===== config.mk =====
export PLATFORM = sky130hd
export DESIGN_NAME = hub_port_reg
export DESIGN_NICKNAME = d
export VERILOG_FILES = /design/src/rtl/hub_port_pkg.sv /design/src/rtl/hub_port_wr.sv /design/src/rtl/hub_port_evt.sv /design/src/rtl/hub_port_reg.sv
export SDC_FILE = /design/constraint.sdc
export NUM_CORES = 1
export LEC_CHECK = 0
export ABC_AREA = 1
export BUFFER_PORTS_ARGS = -buffer_cell sky130_fd_sc_hd__clkbuf_2
export CAP_MARGIN = 10
export CORE_UTILIZATION = 30
export CTS_BUF_LIST = sky130_fd_sc_hd__clkbuf_16
export DETAILED_ROUTE_END_ITERATION = 10
export PLACE_DENSITY = 0.54
export SKIP_CTS_REPAIR_TIMING = 1
export SYNTH_ARGS = -nofsm -noshare
export SYNTH_HDL_FRONTEND = slang
export SYNTH_SLANG_ARGS = --single-unit

===== constraint.sdc =====
create_clock -name clk_i -period 2.4 [get_ports clk_i]
set_input_delay 0.36 -clock clk_i [delete_from_list [all_inputs] [get_ports clk_i]]
set_output_delay 0.36 -clock clk_i [all_outputs]
set_load 0.05 [all_outputs]

===== src/rtl/hub_port_pkg.sv =====
package hub_port_pkg;
  localparam int REG_W = 16;

  localparam int B_CONN     = 0;
  localparam int B_CONN_CHG = 1;
  localparam int B_EN       = 2;
  localparam int B_EN_CHG   = 3;
  localparam int B_RESUME   = 6;
  localparam int B_LOWSPD   = 8;
  localparam int B_RST      = 9;
  localparam int B_SUSP     = 12;

  localparam logic [REG_W-1:0] KEEP_MASK  = 16'h01BB;
  localparam logic [REG_W-1:0] W1C_MASK   = 16'h000A;
  localparam logic [REG_W-1:0] ABSENT_VAL = 16'hFF7F;
endpackage


===== src/rtl/hub_port_wr.sv =====
module hub_port_wr
  import hub_port_pkg::*;
(
  input  logic [REG_W-1:0] cur_i,
  input  logic [REG_W-1:0] wdata_i,
  output logic [REG_W-1:0] nxt_o,
  output logic             rst_rise_o
);
  logic [REG_W-1:0] merged;

  always_comb begin
    merged     = (cur_i & KEEP_MASK) | (wdata_i & ~KEEP_MASK);
    nxt_o      = merged & ~(wdata_i & W1C_MASK);
    rst_rise_o = wdata_i[B_RST] & ~cur_i[B_RST];
  end
endmodule


===== src/rtl/hub_port_evt.sv =====
module hub_port_evt
  import hub_port_pkg::*;
(
  input  logic [REG_W-1:0] cur_i,
  input  logic             attach_i,
  input  logic             low_speed_i,
  input  logic             detach_i,
  input  logic             wakeup_i,
  output logic [REG_W-1:0] nxt_o,
  output logic             hit_o,
  output logic             irq_o,
  output logic             resume_o
);
  always_comb begin
    nxt_o    = cur_i;
    hit_o    = 1'b0;
    irq_o    = 1'b0;
    resume_o = 1'b0;
    if (detach_i) begin
      hit_o = 1'b1;
      irq_o = 1'b1;
      if (cur_i[B_CONN]) begin
        nxt_o[B_CONN]     = 1'b0;
        nxt_o[B_CONN_CHG] = 1'b1;
      end
      if (cur_i[B_EN]) begin
        nxt_o[B_EN]     = 1'b0;
        nxt_o[B_EN_CHG] = 1'b1;
      end
    end else if (attach_i) begin
      hit_o             = 1'b1;
      irq_o             = 1'b1;
      nxt_o[B_CONN]     = 1'b1;
      nxt_o[B_CONN_CHG] = 1'b1;
      nxt_o[B_LOWSPD]   = low_speed_i;
    end else if (wakeup_i) begin
      hit_o = 1'b1;
      if (cur_i[B_SUSP] && !cur_i[B_RESUME]) begin
        nxt_o[B_RESUME] = 1'b1;
        resume_o        = 1'b1;
        irq_o           = 1'b1;
      end
    end
  end
endmodule


===== src/rtl/hub_port_reg.sv =====
module hub_port_reg
  import hub_port_pkg::*;
#(
  parameter int SEL_W    = 2,
  parameter int PORT_SEL = 0
) (
  input  logic             clk_i,
  input  logic             rst_ni,
  input  logic             ctrl_reset_i,
  input  logic             wr_en_i,
  input  logic [REG_W-1:0] wr_data_i,
  input  logic [SEL_W-1:0] rd_sel_i,
  output logic [REG_W-1:0] rd_data_o,
  input  logic             attach_i,
  input  logic             low_speed_i,
  input  logic             detach_i,
  input  logic             wakeup_i,
  output logic             bus_reset_o,
  output logic             resume_req_o,
  output logic             irq_check_o
);
  localparam logic [SEL_W-1:0] SEL_MATCH = SEL_W'(PORT_SEL);

  logic [REG_W-1:0] status_q;
  logic             attached_q, ls_q;
  logic             bus_reset_q, resume_q, irq_q;

  logic [REG_W-1:0] wr_nxt, evt_nxt, creset_val;
  logic             wr_rise, evt_hit, evt_irq, evt_resume;

  hub_port_wr u_wr (
    .cur_i      (status_q),
    .wdata_i    (wr_data_i),
    .nxt_o      (wr_nxt),
    .rst_rise_o (wr_rise)
  );

  hub_port_evt u_evt (
    .cur_i       (status_q),
    .attach_i    (attach_i),
    .low_speed_i (low_speed_i),
    .detach_i    (detach_i),
    .wakeup_i    (wakeup_i),
    .nxt_o       (evt_nxt),
    .hit_o       (evt_hit),
    .irq_o       (evt_irq),
    .resume_o    (evt_resume)
  );

  always_comb begin
    creset_val           = '0;
    creset_val[B_CONN]   = attached_q;
    creset_val[B_LOWSPD] = attached_q & ls_q;
  end

  always_ff @(posedge clk_i or negedge rst_ni) begin
    if (!rst_ni) begin
      status_q    <= '0;
      attached_q  <= 1'b0;
      ls_q        <= 1'b0;
      bus_reset_q <= 1'b0;
      resume_q    <= 1'b0;
      irq_q       <= 1'b0;
    end else begin
      bus_reset_q <= 1'b0;
      resume_q    <= 1'b0;
      irq_q       <= 1'b0;
      if (ctrl_reset_i) begin
        status_q <= creset_val;
      end else if (evt_hit) begin
        status_q <= evt_nxt;
        resume_q <= evt_resume;
        irq_q    <= evt_irq;
        if (detach_i) begin
          attached_q <= 1'b0;
        end else if (attach_i) begin
          attached_q <= 1'b1;
          ls_q       <= low_speed_i;
        end
      end else if (wr_en_i && attached_q) begin
        status_q    <= wr_nxt;
        bus_reset_q <= wr_rise;
      end
    end
  end

  assign rd_data_o    = (rd_sel_i == SEL_MATCH) ? status_q : ABSENT_VAL;
  assign bus_reset_o  = bus_reset_q;
  assign resume_req_o = resume_q;
  assign irq_check_o  = irq_q;
endmodule


After elaboration in Yosys (flattened, before gate mapping)
Index checks and enable logic that the tools add are counted.
{"block": "word_totals", "inputBits": 26, "output_inout_bits": 19, "wordCells": 79, "reg_bits": 21}
{"block": "op_classes", "n_eq_ne": 10, "n_bitwise": 8, "reduce_logical": 16, "n_mux": 33}
{"operator": "$mux 16", "count": 4}
{"operator": "$mux 1", "count": 24}
{"operator": "$ne 3x3->1 const B", "count": 6}
{"operator": "$and 16x16->16", "count": 1}
{"operator": "$not 4->16", "count": 1}
{"operator": "$or 9x16->16", "count": 1}
{"operator": "$reduce_and 3->1", "count": 4}
{"operator": "$mux 2", "count": 5}
{"operator": "$ne 4x4->1 const B", "count": 2}
{"operator": "$reduce_and 2->1", "count": 3}
{"operator": "$reduce_and 5->1", "count": 1}
{"operator": "$reduce_and 4->1", "count": 1}
{"operator": "$reduce_bool 2->1", "count": 2}
{"operator": "$ne 3x2->1 const B", "count": 1}
{"operator": "$not 1->1", "count": 3}
{"operator": "$reduce_bool 3->1", "count": 1}
{"operator": "$and 1x1->1", "count": 2}
{"operator": "$logic_and 1x1->1", "count": 2}
{"operator": "$logic_not 2->1", "count": 1}
{"operator": "$ne 2x2->1 const B", "count": 1}
{"operator": "$logic_not 1->1", "count": 1}

Depth between registers and ports, before layout
Gate-level depths: netlist of the first run.
{"block": "logic_depth", "word_depth": 8, "depth_mapped": 7, "ltp_nobuf": 7}

By module
A second synthesis of the first run with hierarchy kept.
{"block": "unflattened", "cells_unflattened": 207, "area_unflattened_um2": 1514.0}
{"module": "hub_port_reg", "seq_area_each_um2": 525.5, "area_each_um2": 1203.7, "n_inst": 1, "cells_per_inst": 155}
{"module": "hub_port_evt", "seq_area_each_um2": 0.0, "area_each_um2": 175.2, "n_inst": 1, "cells_per_inst": 32}
{"module": "hub_port_wr", "seq_area_each_um2": 0.0, "area_each_um2": 135.1, "n_inst": 1, "cells_per_inst": 20}

Worst setup path before layout of the first run
No wires, ideal clock.
{"block": "synth_path", "kind": "input to output", "from": "in rd_sel_i[1]", "to": "out rd_data_o[10]", "path_buffers": 1, "path_slack_ps": 827, "arrival_time_ps": 1213, "cell_stages": 4, "required_ps": 2040, "path_cell_list": "nor2_2 > inv_1 > buf_2 > or2_2"}
{"block": "synth_via", "elab_chain_cells": 2}
{"element": "start: declaration", "line": "hub_port_reg.sv:12", "rtl": "input logic [SEL_W-1:0] rd_sel_i,"}
{"element": "$logic_not 2->1", "line": "hub_port_reg.sv:87", "rtl": "assign rd_data_o = (rd_sel_i == SEL_MATCH) ? status_q : ABSENT_VAL;"}
{"element": "$mux 16", "line": "hub_port_reg.sv:87"}
{"element": "end: declaration", "line": "hub_port_reg.sv:13", "rtl": "output logic [REG_W-1:0] rd_data_o,"}
Every way passes these cells.

Worst setup path after layout of the first run
{"block": "layout_path", "from": "in rd_sel_i[1]", "to": "out rd_data_o[8]"}
The elaborated chain is that of the path after synthesis.

==> impl_results.md, run 1 <==
* Run status: complete, no violations
* Die X at 60.3 µm
* CP Max Fanout at 12
* Global route total overflow at 0
* Yosys warning count at 0
* CTS clock-pin slew for the worst setup and hold paths at 50 ps
* Rows at 20
* Largest area contributor in the netlist: dfrtp_1
* Synthesized Nets at 164
* # IOs at 45
* Asr flop ratio synth at 100%
* #FFs+latches synth at 18
* RSZ-0062 raised after global routing: no
* Clk buf depth at 2
* Post-synth top flop: dfrtp_1
* Layout area overhead at 28.2%
* Total power draw at 0.000832 W
* Clock root buffer: clkbuf_16
* Nets@finish at 202
* I/O Buffers at 38
* Die extent in y at 60.3 µm
* Initial DRC count at 37
* HPWL Detailed at 1.88 mm
* Cts bufs inserted at 3
* Pin count of the biggest net entering global routing at 19
* FMAX at 571 MHz
* Setup Total Neg Slack at 0 ps
* Mean Syn Cell Area at 7.39 µm²
* Worst Setup Start Kind: primary input
* Starting Density at 32.6%
* Final wirelength at 2.46 mm
* DR WL/cell at 11.3 µm
* Full die area at 3640 µm²
* Final Hold Fails at 0
* Core area at 3130 µm²
* DRC viols at 0
* Total number of vias at 973
* Post-synth EDFFs at 0
* CTS HTree Levels at 1
* Vias in the first global route at 885
* Initial antenna violation count at 0
* Overall global routing resource usage at 14.6%
* CP required at 2040 ps
* Clk_lat worst skew at 240 ps
* Final setup fails at 0
* First-pass GRT wire length at 3.86 mm
* LEAKAGE at 0.735 nW
* Crit path time final at 1750 ps
* Post-DR vias/cell at 4.46
* # diodes at 0
* Worst hold-check path type: primary input to async pin
* CTS tree: yes
* Yosys cell types at 21
* Share of layout cells above drive strength 1 at 35.6%
* Ranking of synthesized cells by area: dfrtp_1, nand2_1, nand3_1, or2_2, inv_1
* Worst VDD drop at 0.485 mV
* Most frequent cell after synthesis: nand2_1
* Drt first pass iters at 4
* Fin. max-slew vios at 0
* PwrDens at 636 nW/µm²
* Worst setup EP type: primary output
* Finished Layout Cells at 218
* Critical path type: primary input to primary output
* Max Cap Viol at 0
* CTS Sinks at 18
* Synth Cell Area at 1020 µm²
* Seq/Total Area, Yosys at 44.2%
* Core Util, Final at 41.8%
* # placed instances at 215
* Crit path arrival time at 1390 ps
* Tcrit/Tclk final at 73.0%
* Post-synth top area share at 44.2%
* GP Congestion at 0.827
* Post-synthesis cell count at 138
* ANT nets after route at 0
* Synth cell count leaders: nand2_1, nand3_1, dfrtp_1, inv_1, or2_2
* Worst Skew at 1.54 ps
flip-flops by register name, summed over array words and instances (netlist names):
| register | flops |
|---|---|
| attached_q | 1 |
| bus_reset_o | 1 |
| irq_check_o | 1 |
| ls_q | 1 |
| resume_req_o | 1 |
| status_q | 13 |
area by class of cell:
class | instances | area [µm²]
flip-flops and latches | 18 | 450
clock buffers | 3 | 75.1
repair buffers | 38 | 190
multi-input cells | 99 | 474
inverters | 16 | 62.6
fillers | 342 | 1820
well taps | 44 | 55.1
routing by layer:
metal,vias to the layer above,global-route usage [%],share of wire [%]
li1,503,-,-
met1,443,18.0,46
met2,27,24.2,48
met3,0,5.19,5.4
met4,0,3.65,0
met5,-,0,0
final timing paths:
kind | slack [ps] | cells after the start | endpoint | start
min in group clk_i | 340 | 3 | bus_reset_o | wr_data_i[9]
setup / recovery | 650 | 5 | rd_data_o[8] | rd_sel_i[1]
hold reg to reg | 450 | 1 | bus_reset_o | status_q[9]
max in group asynchronous | 2020 | 1 | status_q[15] | rst_ni
setup reg to reg | 1110 | 5 | status_q[9] | attached_q
hold / removal | 60 | 1 | status_q[0] | rst_ni
per-stage QoR:
stage               cell area (µm²)  worst slack [ps]  hold WS (ps)
floorplan                      1020               827          64.4
global placement               1230               625           337
detailed placement             1230               616           338
CTS                            1310               614          72.1
global route                   1310               534          92.7
finish                         1310               648          60.1
placed cells by master, fill, tap and decap left out, drive strengths merged:
cell type	Yosys	final
clkbuf	0	41
a21oi	3	3
nor3	1	1
nand3	25	25
inv	16	16
or2	10	10
nand3b	1	1
o21ai	3	3
a211oi	1	1
nand2	41	41
conb	1	1
nor2	13	13
dfrtp	18	18
where the power goes:
part           switching, W  total (W)  leakage, nW  internal [W]
clock network      0.000105   0.000324       0.0370      0.000219
logic              0.000129   0.000177        0.461     0.0000484
registers        0.00000916   0.000331        0.237      0.000322
critical path, cell delays in order:
cell,delay (ps)
clkbuf_2,90
nor2_2,180
inv_1,200
or2_2,330
clkbuf_2,240
logic make-up (layout without fill, tap and decap cells):
kind of cell,after synthesis,count (layout),share of synthesized area (%)
buffers and inverters,21,57,9.33
other,1,1,0.368
AOI/OAI and AO/OA,7,7,3.68
DFF,18,18,44.2
and+or+nand+nor,91,91,42.5
No activity file was read; power rests on OpenSTA's default activity.
==> run 2: changes to the inputs <==
--- a/config.mk
+++ b/config.mk
@@ -11,7 +11,7 @@
 export CORE_UTILIZATION = 30
 export CTS_BUF_LIST = sky130_fd_sc_hd__clkbuf_16
 export DETAILED_ROUTE_END_ITERATION = 10
-export PLACE_DENSITY = 0.54
+export PLACE_DENSITY = 0.56
 export SKIP_CTS_REPAIR_TIMING = 1
 export SYNTH_ARGS = -nofsm -noshare
 export SYNTH_HDL_FRONTEND = slang
==> constraint.sdc (replaced) <==
create_clock -name clk_i -period 1.5 [get_ports clk_i]
set_input_delay 0.225 -clock clk_i [delete_from_list [all_inputs] [get_ports clk_i]]
set_output_delay 0.225 -clock clk_i [all_outputs]
set_load 0.05 [all_outputs]
==> impl_results.md, run 2 (synthesis gave the netlist of run 1 again) <==
* Setup Total Neg Slack at 0 ps (unchanged)
* # IOs at 45 (unchanged)
* PwrDens at 1020 nW/µm² (+60%)
* Critical path type: flop to primary output
* Core area at 3130 µm² (unchanged)
* CP peak stage delay at 430 ps (+100 ps)
* Layout fillers at 341 (-0.29%)
* Worst path cell trace: or2_2 -> clkbuf_2
* Nets@finish at 204 (+0.99%)
* Die extent in y at 60.3 µm (unchanged)
* Initial DRC count at 43 (+16%)
* Share of layout cells above drive strength 1 at 35.6% (-0.039 points)
* Largest register by flop count: status_q
* Pin count of the biggest net entering global routing at 19 (unchanged)
* Final setup fails at 0 (unchanged)
* Clk_lat worst skew at 250 ps (about the same)
* Final Hold Fails at 0 (unchanged)
* Worst path bufs/invs at 1 (-2)
* HPWL Detailed at 1.84 mm (-2.3%)
* Total number of vias at 992 (+2.0%)
* Vias in the first global route at 884 (-0.11%)
* P_int at 0.000949 W (+61%)
* I/O Buffers at 38 (unchanged)
* Worst Skew at 3.05 ps (+1.51 ps)
* Initial antenna violation count at 0 (unchanged)
* Final wirelength at 2.45 mm (-0.65%)
* Worst Setup Start Kind: flop
* Drt first pass iters at 4 (unchanged)
* Die X at 60.3 µm (unchanged)
* Rows at 20 (unchanged)
* CTS clock-pin slew for the worst setup and hold paths at 50 ps (about the same)
* DRC viols at 0 (unchanged)
* CTS tree: yes
* Comb power frac at 21.1% (-0.2 points)
* Clock root buffer: clkbuf_16
* Top delay family on crit path: flip-flops
* Cts bufs inserted at 3 (unchanged)
* Worst hold-check path type: primary input to flop
* Starting Density at 32.6% (unchanged)
* Slowest cell on crit path: dfrtp_1
* Worst VDD drop at 0.539 mV (+11%)
* Pre-CTS WS at 106 ps (-509 ps)
* Highest-count cells in the layout ignoring fill and taps: nand2_1, clkbuf_2, nand3_1, dfrtp_1, inv_1
* Run status: complete, no violations
* LEAKAGE at 0.746 nW (+1.5%)
* First-pass GRT wire length at 3.93 mm (+1.6%)
* CTS HTree Levels at 1 (unchanged)
* Crit path arrival time at 1220 ps (-170 ps)
* GP Congestion at 0.834 (+0.88%)
* Power share of the clock group at 39.9% (+0.9 points)
* Seq pwr share at 39.0% (-0.7 points)
* Post-DR vias/cell at 4.49 (+0.57%)
* Switch Pwr at 0.000407 W (+67%)
* Most common cell after layout, fill and taps aside: nand2_1
* CP Max Fanout at 4 (-8)
* Layout area overhead at 30.3%
* FMAX at 693 MHz
* CP required at 1270 ps (-770 ps)
* Overall global routing resource usage at 14.9% (+0.26 points)
* Fin. max-slew vios at 0 (unchanged)
* Sw Ratio at 30.0% (+0.79 points)
* CTS Sinks at 18 (unchanged)
* Max reg flops at 13 (unchanged)
* ANT nets after route at 0 (unchanged)
* Worst setup margin at 57.1 ps (-591 ps)
* # diodes at 0 (unchanged)
* Max Cap Viol at 0 (unchanged)
* Crit path time final at 1440 ps
* Global route total overflow at 0 (unchanged)
* RSZ-0062 raised after global routing: no
* Clk buf depth at 2 (unchanged)
* Tcrit/Tclk final at 96.2%
* Worst setup EP type: primary output
* DR WL/cell at 11.1 µm (-2.0%)
* Full die area at 3640 µm² (unchanged)
## run 2: path summary, 6_finish.rpt
path | startpoint | endpoint | slack (ps) | depth (start not counted)
max | status_q[12] | rd_data_o[12] | 60 | 2
min | wr_data_i[9] | bus_reset_o | 200 | 3
max reg2reg | attached_q | status_q[14] | 250 | 5
min reg2reg | status_q[9] | bus_reset_o | 460 | 1
max in group asynchronous | rst_ni | status_q[12] | 720 | 2
min in group asynchronous | rst_ni | attached_q | 460 | 2
## run 2: final cells by class
class | instances | area (µm²) | area share (%)
Clock inverter | 1 | 3.75 | 0.282
Sequential cell | 18 | 450 | 33.9
Timing Repair Buffer | 40 | 208 | 15.6
Multi-Input combinational cell | 99 | 474 | 35.7
Inverter | 16 | 62.6 | 4.71
Clock buffer | 3 | 75.1 | 5.65
Tap cell | 44 | 55.1 | 4.14
## run 2: per-stage QoR
stage	utilization, %	instance area [µm²]	std cells	total power, W	hold WS [ps]
floorplan	-	1020	138	0.000740	-70.6
global placement	39.6	1240	216	0.000820	194
detailed placement	39.6	1240	216	0.000824	200
CTS	42.2	1320	220	0.00136	-68.2
global route	42.5	1330	221	0.00142	213
finish	42.5	1330	221	0.00136	205
## run 2: tightest hold or removal path, delay by kind of cell
kind	cells	cell delay, ps
buffers and inverters	2	150
and+or+nand+nor	1	50
## run 2: per-layer routing
| metal | vias up | routed length [µm] | global-route usage [%] |
|---|---|---|---|
| met5 | - | 0 | 0 |
| met4 | 0 | 43 | 6.98 |
| met3 | 5 | 85 | 2.60 |
| met2 | 23 | 1190 | 24.6 |
| met1 | 455 | 1130 | 18.7 |
| li1 | 509 | - | - |
## run 2: power by group through the flow
stage	Combinational, W	Sequential (W)	Clock, W
global route	0.000314	0.000532	0.000577
finish	0.000287	0.000529	0.000541
detailed placement	0.000287	0.000537	0
global placement	0.000284	0.000536	0
floorplan	0.000200	0.000540	0
CTS	0.000288	0.000529	0.000547
